<file path="src/rtl/pte_perm_pkg.sv">
package pte_perm_pkg;

  typedef enum logic [1:0] {
    ACC_FETCH = 2'd0,
    ACC_LOAD  = 2'd1,
    ACC_STORE = 2'd2,
    ACC_RSVD  = 2'd3
  } acc_e;

  typedef enum logic {
    WB_IDLE  = 1'b0,
    WB_WRITE = 1'b1
  } wb_state_e;

  localparam int PERM_R = 0;
  localparam int PERM_W = 1;
  localparam int PERM_X = 2;

  // Permission a given access type requires (reserved type behaves as load)
  function automatic logic [2:0] need_perm(acc_e a);
    logic [2:0] n;
    n = '0;
    case (a)
      ACC_FETCH: n[PERM_X] = 1'b1;
      ACC_STORE: n[PERM_W] = 1'b1;
      default:   n[PERM_R] = 1'b1;
    endcase
    return n;
  endfunction

  // Grant selection: zero, masked, or plain encoded permissions
  function automatic logic [2:0] grant_perm(logic [2:0] eaa, logic [2:0] amr,
                                            logic priv_pg, logic prob,
                                            logic part);
    if (!part && priv_pg && prob) return 3'b000;
    if (part || prob || priv_pg)  return eaa;
    return eaa & amr;
  endfunction

endpackage

</file>
<file path="src/rtl/pte_perm_eval.sv">
module pte_perm_eval
  import pte_perm_pkg::*;
#(
  parameter int PRIV_BIT   = 3,
  parameter int ATT_LSB    = 4,
  parameter logic [1:0] NIO_CODE = 2'b11,
  parameter int CW         = 32,
  parameter int C_NOEXEC   = 27,
  parameter int C_PROT     = 26,
  parameter int C_STORE    = 25
) (
  input  logic [63:0]   pte,
  input  acc_e          acc,
  input  logic          prob,
  input  logic          part,
  input  logic [2:0]    amr,
  output logic          allow,
  output logic          nio_fetch,
  output logic [2:0]    perm,
  output logic [CW-1:0] cause
);

  logic [2:0] grant;
  logic       miss;
  logic       deny;

  always_comb begin
    nio_fetch = (pte[ATT_LSB +: 2] == NIO_CODE) && (acc == ACC_FETCH);
    grant     = grant_perm(pte[2:0], amr, pte[PRIV_BIT], prob, part);
    miss      = |(need_perm(acc) & ~grant);
    deny      = nio_fetch | miss;
    allow     = ~deny;

    cause = '0;
    if (deny) begin
      if (acc == ACC_FETCH) begin
        cause[C_NOEXEC] = 1'b1;
      end else begin
        cause[C_PROT] = 1'b1;
        if (acc == ACC_STORE) cause[C_STORE] = 1'b1;
      end
    end

    if (deny)                  perm = 3'b000;
    else if (acc == ACC_STORE) perm = grant;
    else                       perm = grant & ~(3'b001 << PERM_W);
  end

endmodule

</file>
<file path="src/rtl/pte_rc_update.sv">
module pte_rc_update
  import pte_perm_pkg::*;
#(
  parameter int REF_BIT = 8,
  parameter int CHG_BIT = 7
) (
  input  logic [63:0] pte,
  input  acc_e        acc,
  input  logic        allow,
  output logic [63:0] new_pte,
  output logic        need_wr
);

  always_comb begin
    new_pte          = pte;
    new_pte[REF_BIT] = 1'b1;
    if (acc == ACC_STORE) new_pte[CHG_BIT] = 1'b1;
    need_wr = allow && (new_pte != pte);
  end

endmodule

</file>
<file path="src/rtl/pte_wb_fsm.sv">
module pte_wb_fsm
  import pte_perm_pkg::*;
#(
  parameter int AW = 48,
  parameter int CW = 32
) (
  input  logic          clk,
  input  logic          rst_n,
  input  logic          req_valid,
  input  logic          dec_allow,
  input  logic [2:0]    dec_perm,
  input  logic [CW-1:0] dec_cause,
  input  logic          need_wr,
  input  logic [63:0]   new_pte,
  input  logic [AW-1:0] addr,
  input  logic          wr_ack,
  output logic          accept,
  output logic          done,
  output logic          allow_q,
  output logic [2:0]    perm_q,
  output logic [CW-1:0] cause_q,
  output logic          wr_valid,
  output logic [AW-1:0] wr_addr,
  output logic [63:0]   wr_data
);

  wb_state_e state;

  assign accept   = req_valid && (state == WB_IDLE);
  assign wr_valid = (state == WB_WRITE);

  always_ff @(posedge clk or negedge rst_n) begin
    if (!rst_n) begin
      state   <= WB_IDLE;
      done    <= 1'b0;
      allow_q <= 1'b0;
      perm_q  <= '0;
      cause_q <= '0;
      wr_addr <= '0;
      wr_data <= '0;
    end else begin
      done <= 1'b0;
      case (state)
        WB_IDLE: begin
          if (accept) begin
            allow_q <= dec_allow;
            perm_q  <= dec_perm;
            cause_q <= dec_cause;
            wr_addr <= addr;
            wr_data <= new_pte;
            if (need_wr) state <= WB_WRITE;
            else         done  <= 1'b1;
          end
        end
        WB_WRITE: begin
          if (wr_ack) begin
            state <= WB_IDLE;
            done  <= 1'b1;
          end
        end
        default: state <= WB_IDLE;
      endcase
    end
  end

endmodule

</file>
<file path="src/rtl/pte_perm_rc.sv">
module pte_perm_rc
  import pte_perm_pkg::*;
#(
  parameter int AW       = 48,
  parameter int CW       = 32,
  parameter int PRIV_BIT = 3,
  parameter int ATT_LSB  = 4,
  parameter logic [1:0] NIO_CODE = 2'b11,
  parameter int CHG_BIT  = 7,
  parameter int REF_BIT  = 8,
  parameter int C_NOEXEC = 27,
  parameter int C_PROT   = 26,
  parameter int C_STORE  = 25
) (
  input  logic          clk,
  input  logic          rst_n,
  input  logic          req_valid,
  input  logic [63:0]   req_pte,
  input  logic [AW-1:0] req_addr,
  input  logic [1:0]    req_acc,
  input  logic          req_prob,
  input  logic          req_part,
  input  logic [2:0]    amr_perm,
  output logic          done,
  output logic          granted,
  output logic [2:0]    perm_out,
  output logic [CW-1:0] cause_out,
  output logic          mem_wr_valid,
  output logic [AW-1:0] mem_wr_addr,
  output logic [63:0]   mem_wr_data,
  input  logic          mem_wr_ack
);

  acc_e          acc;
  logic          dec_allow;
  logic          dec_nio;
  logic [2:0]    dec_perm;
  logic [CW-1:0] dec_cause;
  logic [63:0]   upd_pte;
  logic          upd_need;
  logic          accept;

  assign acc = acc_e'(req_acc);

  pte_perm_eval #(
    .PRIV_BIT(PRIV_BIT), .ATT_LSB(ATT_LSB), .NIO_CODE(NIO_CODE), .CW(CW),
    .C_NOEXEC(C_NOEXEC), .C_PROT(C_PROT), .C_STORE(C_STORE)
  ) u_eval (
    .pte(req_pte), .acc(acc), .prob(req_prob), .part(req_part),
    .amr(amr_perm), .allow(dec_allow), .nio_fetch(dec_nio),
    .perm(dec_perm), .cause(dec_cause)
  );

  pte_rc_update #(.REF_BIT(REF_BIT), .CHG_BIT(CHG_BIT)) u_rc (
    .pte(req_pte), .acc(acc), .allow(dec_allow),
    .new_pte(upd_pte), .need_wr(upd_need)
  );

  pte_wb_fsm #(.AW(AW), .CW(CW)) u_fsm (
    .clk(clk), .rst_n(rst_n), .req_valid(req_valid),
    .dec_allow(dec_allow), .dec_perm(dec_perm), .dec_cause(dec_cause),
    .need_wr(upd_need), .new_pte(upd_pte), .addr(req_addr),
    .wr_ack(mem_wr_ack), .accept(accept), .done(done),
    .allow_q(granted), .perm_q(perm_out), .cause_q(cause_out),
    .wr_valid(mem_wr_valid), .wr_addr(mem_wr_addr), .wr_data(mem_wr_data)
  );

endmodule

</file>
<file path="config.mk">
export PLATFORM = sky130hd
export DESIGN_NAME = pte_perm_rc
export DESIGN_NICKNAME = d
export VERILOG_FILES = /design/src/rtl/pte_perm_pkg.sv /design/src/rtl/pte_perm_eval.sv /design/src/rtl/pte_rc_update.sv /design/src/rtl/pte_wb_fsm.sv /design/src/rtl/pte_perm_rc.sv
export SDC_FILE = /design/constraint.sdc
export NUM_CORES = 1
export LEC_CHECK = 0
export BUFFER_PORTS_ARGS = -buffer_cell sky130_fd_sc_hd__buf_2
export CAP_MARGIN = 20
export CORE_ASPECT_RATIO = 1.1
export CORE_UTILIZATION = 40
export CTS_CLUSTER_SIZE = 12
export DETAILED_ROUTE_END_ITERATION = 10
export HOLD_SLACK_MARGIN = 0.12
export PLACE_DENSITY = 0.84
export SYNTH_ARGS = -nofsm -noshare
export SYNTH_HDL_FRONTEND = slang
export SYNTH_SLANG_ARGS = --single-unit
</file>
<file path="constraint.sdc">
create_clock -name clk -period 1.5 [get_ports clk]
set_clock_uncertainty 0.05 [all_clocks]
set_input_delay 0.225 -clock clk [delete_from_list [all_inputs] [get_ports clk]]
set_output_delay 0.225 -clock clk [all_outputs]
set_load 0.05 [all_outputs]
</file>
# After elaboration in Yosys (flattened, before gate mapping)
# Cells that the tools add are included.
# totals
romBits,0
input_bits,123
output_inout_bits,150
mem_bits_rw,0
memories,0
word_cells,51
latch_bits,0
reg_bits,121
# op_classes
n_reduce_logical,12
n_shift,0
div_mod_pow,0
order_cmp,0
bitwise,6
addsub,0
n_mux,23
mul,0
n_eq_ne,3
# ops
op,count
$mux 3,6
$mux 1,13
$and 3x3->3,2
$logic_and 1x1->1,5
$eq 2x2->1 const B,2
$mux 2,2
$pmux 1 s2,2
$not 3->3,1
$reduce_or 3->1,1
$logic_not 2->1,1
$logic_or 1x1->1,2
$ne 2x2->1,1
$not 1->1,2
$reduce_and 2->1,1
$reduce_or 2->1,1
$logic_not 1->1,1
$or 1x1->1,1

# Logic depth before layout (Yosys ltp)
# depth
depth_word,16
depth_mapped,6
depth_no_buf,4

# Cells and area by module
# Synthesis repeated with hierarchy kept, for this count alone.
# hier_totals
hier_cells,445
hier_area_um2,6897.9
# modules_own_cells
module,seq_area_each_um2,area_per_inst_um2,cells_per_inst,instances
pte_wb_fsm,3753.6,5980.7,320,1
pte_rc_update,0.0,505.5,68,1
pte_perm_eval,0.0,411.6,57,1

# Worst setup path before layout
# Ideal clock, no wire load.
# synth_timing
path_type,register to register
from,register u_fsm.state (netlist: u_fsm.wr_valid)
to,register u_fsm.wr_data[20]
stages_incl_launch_ff,7
period_less_slack_ns,1.749
arrival_ns,1.633
path_buffers,3
path_slack_ns,-0.249
required_time_ns,1.384
setup_time_ns,0.066
cell_sequence,dfrtp_1 nor2b_1 clkbuf_1 clkbuf_1 buf_1 nand2_1 nand2_1
# synth_via
elab_chain_len,3
# synth_lines
element,line,rtl
"start, declared",pte_wb_fsm.sv:27,wb_state_e state;
"start signal, assigned",pte_wb_fsm.sv:34,state <= WB_IDLE;
"start signal, assigned",pte_wb_fsm.sv:51,if (need_wr) state <= WB_WRITE;
"start signal, assigned",pte_wb_fsm.sv:57,state <= WB_IDLE;
$not 1->1 (no line) *,n/a,
$logic_and 1x1->1,pte_wb_fsm.sv:29,assign accept = req_valid && (state == WB_IDLE);
$reduce_and 2->1 (no line) *,n/a,
"end signal, assigned",pte_wb_fsm.sv:50,wr_data <= new_pte;
"end, declared",pte_wb_fsm.sv:24,output logic [63:0] wr_data
# Mark *: on every way between the ends. The rest lies on a longest branch, timed or not.
# A chain may end at the register's enable or synchronous reset.

# Final worst setup path
# layout_timing
from,input port req_pte[0]
to,register u_fsm.done
# layout_via
elab_chain_len,12
elab_cells_between_ends,13
cone_classes,6 x mux; 5 x bitwise; 2 x reduce/logical
# layout_lines
element,line,rtl
"start, declared",pte_perm_rc.sv:18,"input logic [63:0] req_pte,"
$and 3x3->3 / $mux 3 (equally long branches),"pte_perm_pkg.sv:37, pte_perm_pkg.sv:36",
$mux 3 *,pte_perm_pkg.sv:37,return eaa & amr;
$mux 3 *,pte_perm_pkg.sv:36,if (part || prob || priv_pg) return eaa;
$not 3->3 *,pte_perm_eval.sv:30,miss = |(need_perm(acc) & ~grant);
$and 3x3->3 *,pte_perm_eval.sv:30,
$reduce_or 3->1 *,pte_perm_eval.sv:30,
$or 1x1->1 *,pte_perm_eval.sv:31,deny = nio_fetch | miss;
$not 1->1 *,pte_perm_eval.sv:32,allow = ~deny;
$logic_and 1x1->1 *,pte_rc_update.sv:18,need_wr = allow && (new_pte != pte);
$mux 1 *,pte_wb_fsm.sv:51,
$mux 1 *,pte_wb_fsm.sv:45,if (accept) begin
$pmux 1 s2 *,pte_wb_fsm.sv:43,case (state)
"end signal, assigned",pte_wb_fsm.sv:42,done <= 1'b0;
"end signal, assigned",pte_wb_fsm.sv:52,else done <= 1'b1;
"end signal, assigned",pte_wb_fsm.sv:58,done <= 1'b1;
"end, declared",pte_wb_fsm.sv:18,"output logic done,"
# Marked as above.

==> results.py <==
metrics = {
    "yosys": {
        "synth_top_cell_area_share": 0.623,
        "synth_edf_count": 0,
        "yosysTopAreaCell": "dfrtp_1",
        "synth_warnings": 0,
        "ys_top_cells_by_area": "dfrtp_1 62%, nand2_1 26%, buf_4 4.5%",
        "synth-main-ff-cell": "dfrtp_1",
        "ys_ff_latch": 121,
        "synth_area_sq_mm": 0.00486,
        "async_flop_share": 1.00,
        "synth.lib_cells_used.distinct": 31,
        "synth-seq-area-share": 0.623,
        "syn_inst": 549,
        "avgSynthCellArea_sq_um": 8.85,
    },
    "clock_tree": {
        "post-cts-setup-buffers": 0,
        "clk_latency_ns": 0.40,
        "cts_tree": "yes",
        "cts_sinks": 121,
        "h-tree-depth": 4,
        "numCtsBuffers": 17,
        "clockBufferDepth": 2,
        "clk_pin_slew_ns": 0.05,
        "clockRootBuffer": "clkbuf_16",
    },
    "route": {
        "drc": 0,
        "wire_per_inst_microns": 14.9,
        "avgViaCountPerCell": 4.74,
        "vias": 5068,
        "drt_iter0_drc": 342,
        "dr.pass1.iters": 5,
        "ant_nets": 0,
        "wl_microns": 16000,
    },
    "placement": {
        "dp_hpwl_microns": 8560,
        "place_ws_ns": -0.197,
        "port_buffers": 243,
        "gp_congestion": 0.805,
        "dp_cells": 923,
    },
    "floorplanning": {
        "die_w_microns": 107,
        "start_util": 0.417,
        "die_area_sq_mm": 0.0126,
        "pin_count": 273,
        "die_y_microns": 118,
        "fp-row-count": 41,
        "coreArea_sq_mm": 0.0116,
    },
    "worst_setup_path": {
        "crit_type": "input pin to flop",
        "crit_fanout": 3,
        "endpoint_kind": "flop",
        "start_kind": "input pin",
        "rr_worst_depth": 5,
        "critPathRequiredTime_ns": 1.74,
        "crit_arrival_ns": 1.74,
    },
    "timing": {
        "finalMaxSlewViolations": 0,
        "setup_viol_count_final": 1,
        "layout_min_cycle_time_ns": 1.50,
        "hold_viol": 0,
        "worst_slew_pin_slew_ns": 0.594,
        "post-route-period-util": 1.00,
        "maxSlewHeadroom": 0.600,
        "fmax_ghz": 0.665,
        "post-route-worst-setup-slack_ns": -0.00346,
    },
    "layout": {
        "final_util": 0.686,
        "areaGrowthSynthToFinish_pct": 64.5,
        "layout.cells.non_filler": 1070,
        "diodes": 0,
        "drive_gt1_frac": 0.314,
        "fin_nets": 1030,
    },
    "global_route": {
        "grt_pass1_vias": 5154,
        "antenna_found_initial": 0,
        "grt_pass1_wl_microns": 24600,
        "overflow": 0,
        "grt_usage": 0.254,
        "grt_max_degree": 61,
    },
    "pwr": {
        "powerDensity_mw_per_mm2": 1530,
        "leakage_nw": 4.49,
        "max-vdd-ir-drop_uv": 906,
    },
    "status": {
        "outcome": "finished, violations left",
        "violations": "negative setup slack",
    },
    "min_path": {
        "hp-class": "input pin to flop",
        "whs_path_depth": 4,
    },
    "run": {
        "drv_cap": 0,
    },
}
-- synth_stat cells (2+ instances only) --
cell type	count
inv_1	2
o21ai_0	3
nor2b_1	2
dfrtp_1	121
buf_1	4
o31ai_1	4
nand2b_1	2
nand2_1	338
nand3_1	2
buf_4	29
clkbuf_1	21
and4_4	2
-- worst max-delay path, cell delays in order --
cell,delay (ns)
dlygate4sd3_1,0.52
buf_2,0.09
inv_1,0.07
o31ai_2,0.32
buf_4,0.19
o311ai_2,0.11
a22o_1,0.22
-- worst paths after layout --
check / slack [ns] / from / endpoint
worst max-delay path: -0.003 / req_pte[0] / u_fsm.done$_DFF_PN0_
worst min-delay path: 0.17 / req_pte[8] / u_fsm.wr_valid$_DFF_PN0_
worst max register to register: 0.16 / u_fsm.wr_valid$_DFF_PN0_ / u_fsm.wr_data[40]$_DFFE_PN0P_
worst min register to register: 0.42 / u_fsm.wr_data[53]$_DFFE_PN0P_ / u_fsm.wr_data[53]$_DFFE_PN0P_
max in group asynchronous: 0.57 / rst_n / u_fsm.wr_data[19]$_DFFE_PN0P_
min in group asynchronous: 0.22 / rst_n / u_fsm.wr_data[20]$_DFFE_PN0P_
-- stage by stage --
stage               hold slack [ns]  total power [mW]  setup TNS (ns)  area (sq um)
floorplan                    -0.121              6.68           -2.08          4970
global placement             0.0712              7.57          -0.735          6200
detailed placement           0.0708              7.63          -0.821          6200
CTS                           0.150              12.2               0          7990
global route                  0.171              12.7         -0.0388          7990
finish                        0.169              12.2        -0.00346          7990
-- state kept, by name, indices dropped and copies added, names as in the netlist --
name / flops
u_fsm.wr_data: 64
u_fsm.wr_addr: 48
u_fsm.cause_q: 3
u_fsm.perm_q: 3
u_fsm.allow_q: 1
u_fsm.done: 1
u_fsm.wr_valid: 1
-- metal layers --
layer | up-vias | wire [microns] | GRT usage | share of wire
met5 | - | 0 | 0 | 0
met4 | 0 | 649 | 0.141 | 0.041
met3 | 64 | 1350 | 0.0753 | 0.084
met2 | 311 | 8070 | 0.442 | 0.51
met1 | 2354 | 5900 | 0.271 | 0.37
li1 | 2339 | - | - | -
-- where the power goes --
group | switching (mW) | internal (mW)
combinational | 2.92 | 0.945
sequential | 0.289 | 3.77
clock | 1.37 | 2.95
-- cell families after synthesis --
kind of cell / count (synthesis) / share of synthesized area
AOI/OAI and AO/OA: 16 / 0.0245
buffers and inverters: 57 / 0.0667
DFF: 121 / 0.623
other: 1 / 0.000772
and+or+nand+nor: 354 / 0.285
-- cell type report --
class                      count  area, sq um
clock buffer                  25          495
fill                         791         3650
clock inverter                 7          138
tap                          150          188
sequential                   121         3030
multi-input combinational    399         1630
timing repair buffer         366         2500
inverter                       2         7.51
-- what timing repair did --
item,CTS,global route
hold buffers,115,0
hold endpoints to repair,238,0
gates resized for setup,0,1
endpoints found under the setup margin,0,1
-- cell usage in the layout (no fill, tap or decap), drive strengths merged, types with 4 or more instances in the layout --
cell,instances
nand2,338
dlygate4sd3,115
bufinv,4
buf,251
o21ai,4
conb,29
clkbuf,25
o31ai,4
dfrtp,121
No activity file was read; power rests on OpenSTA's default activity.
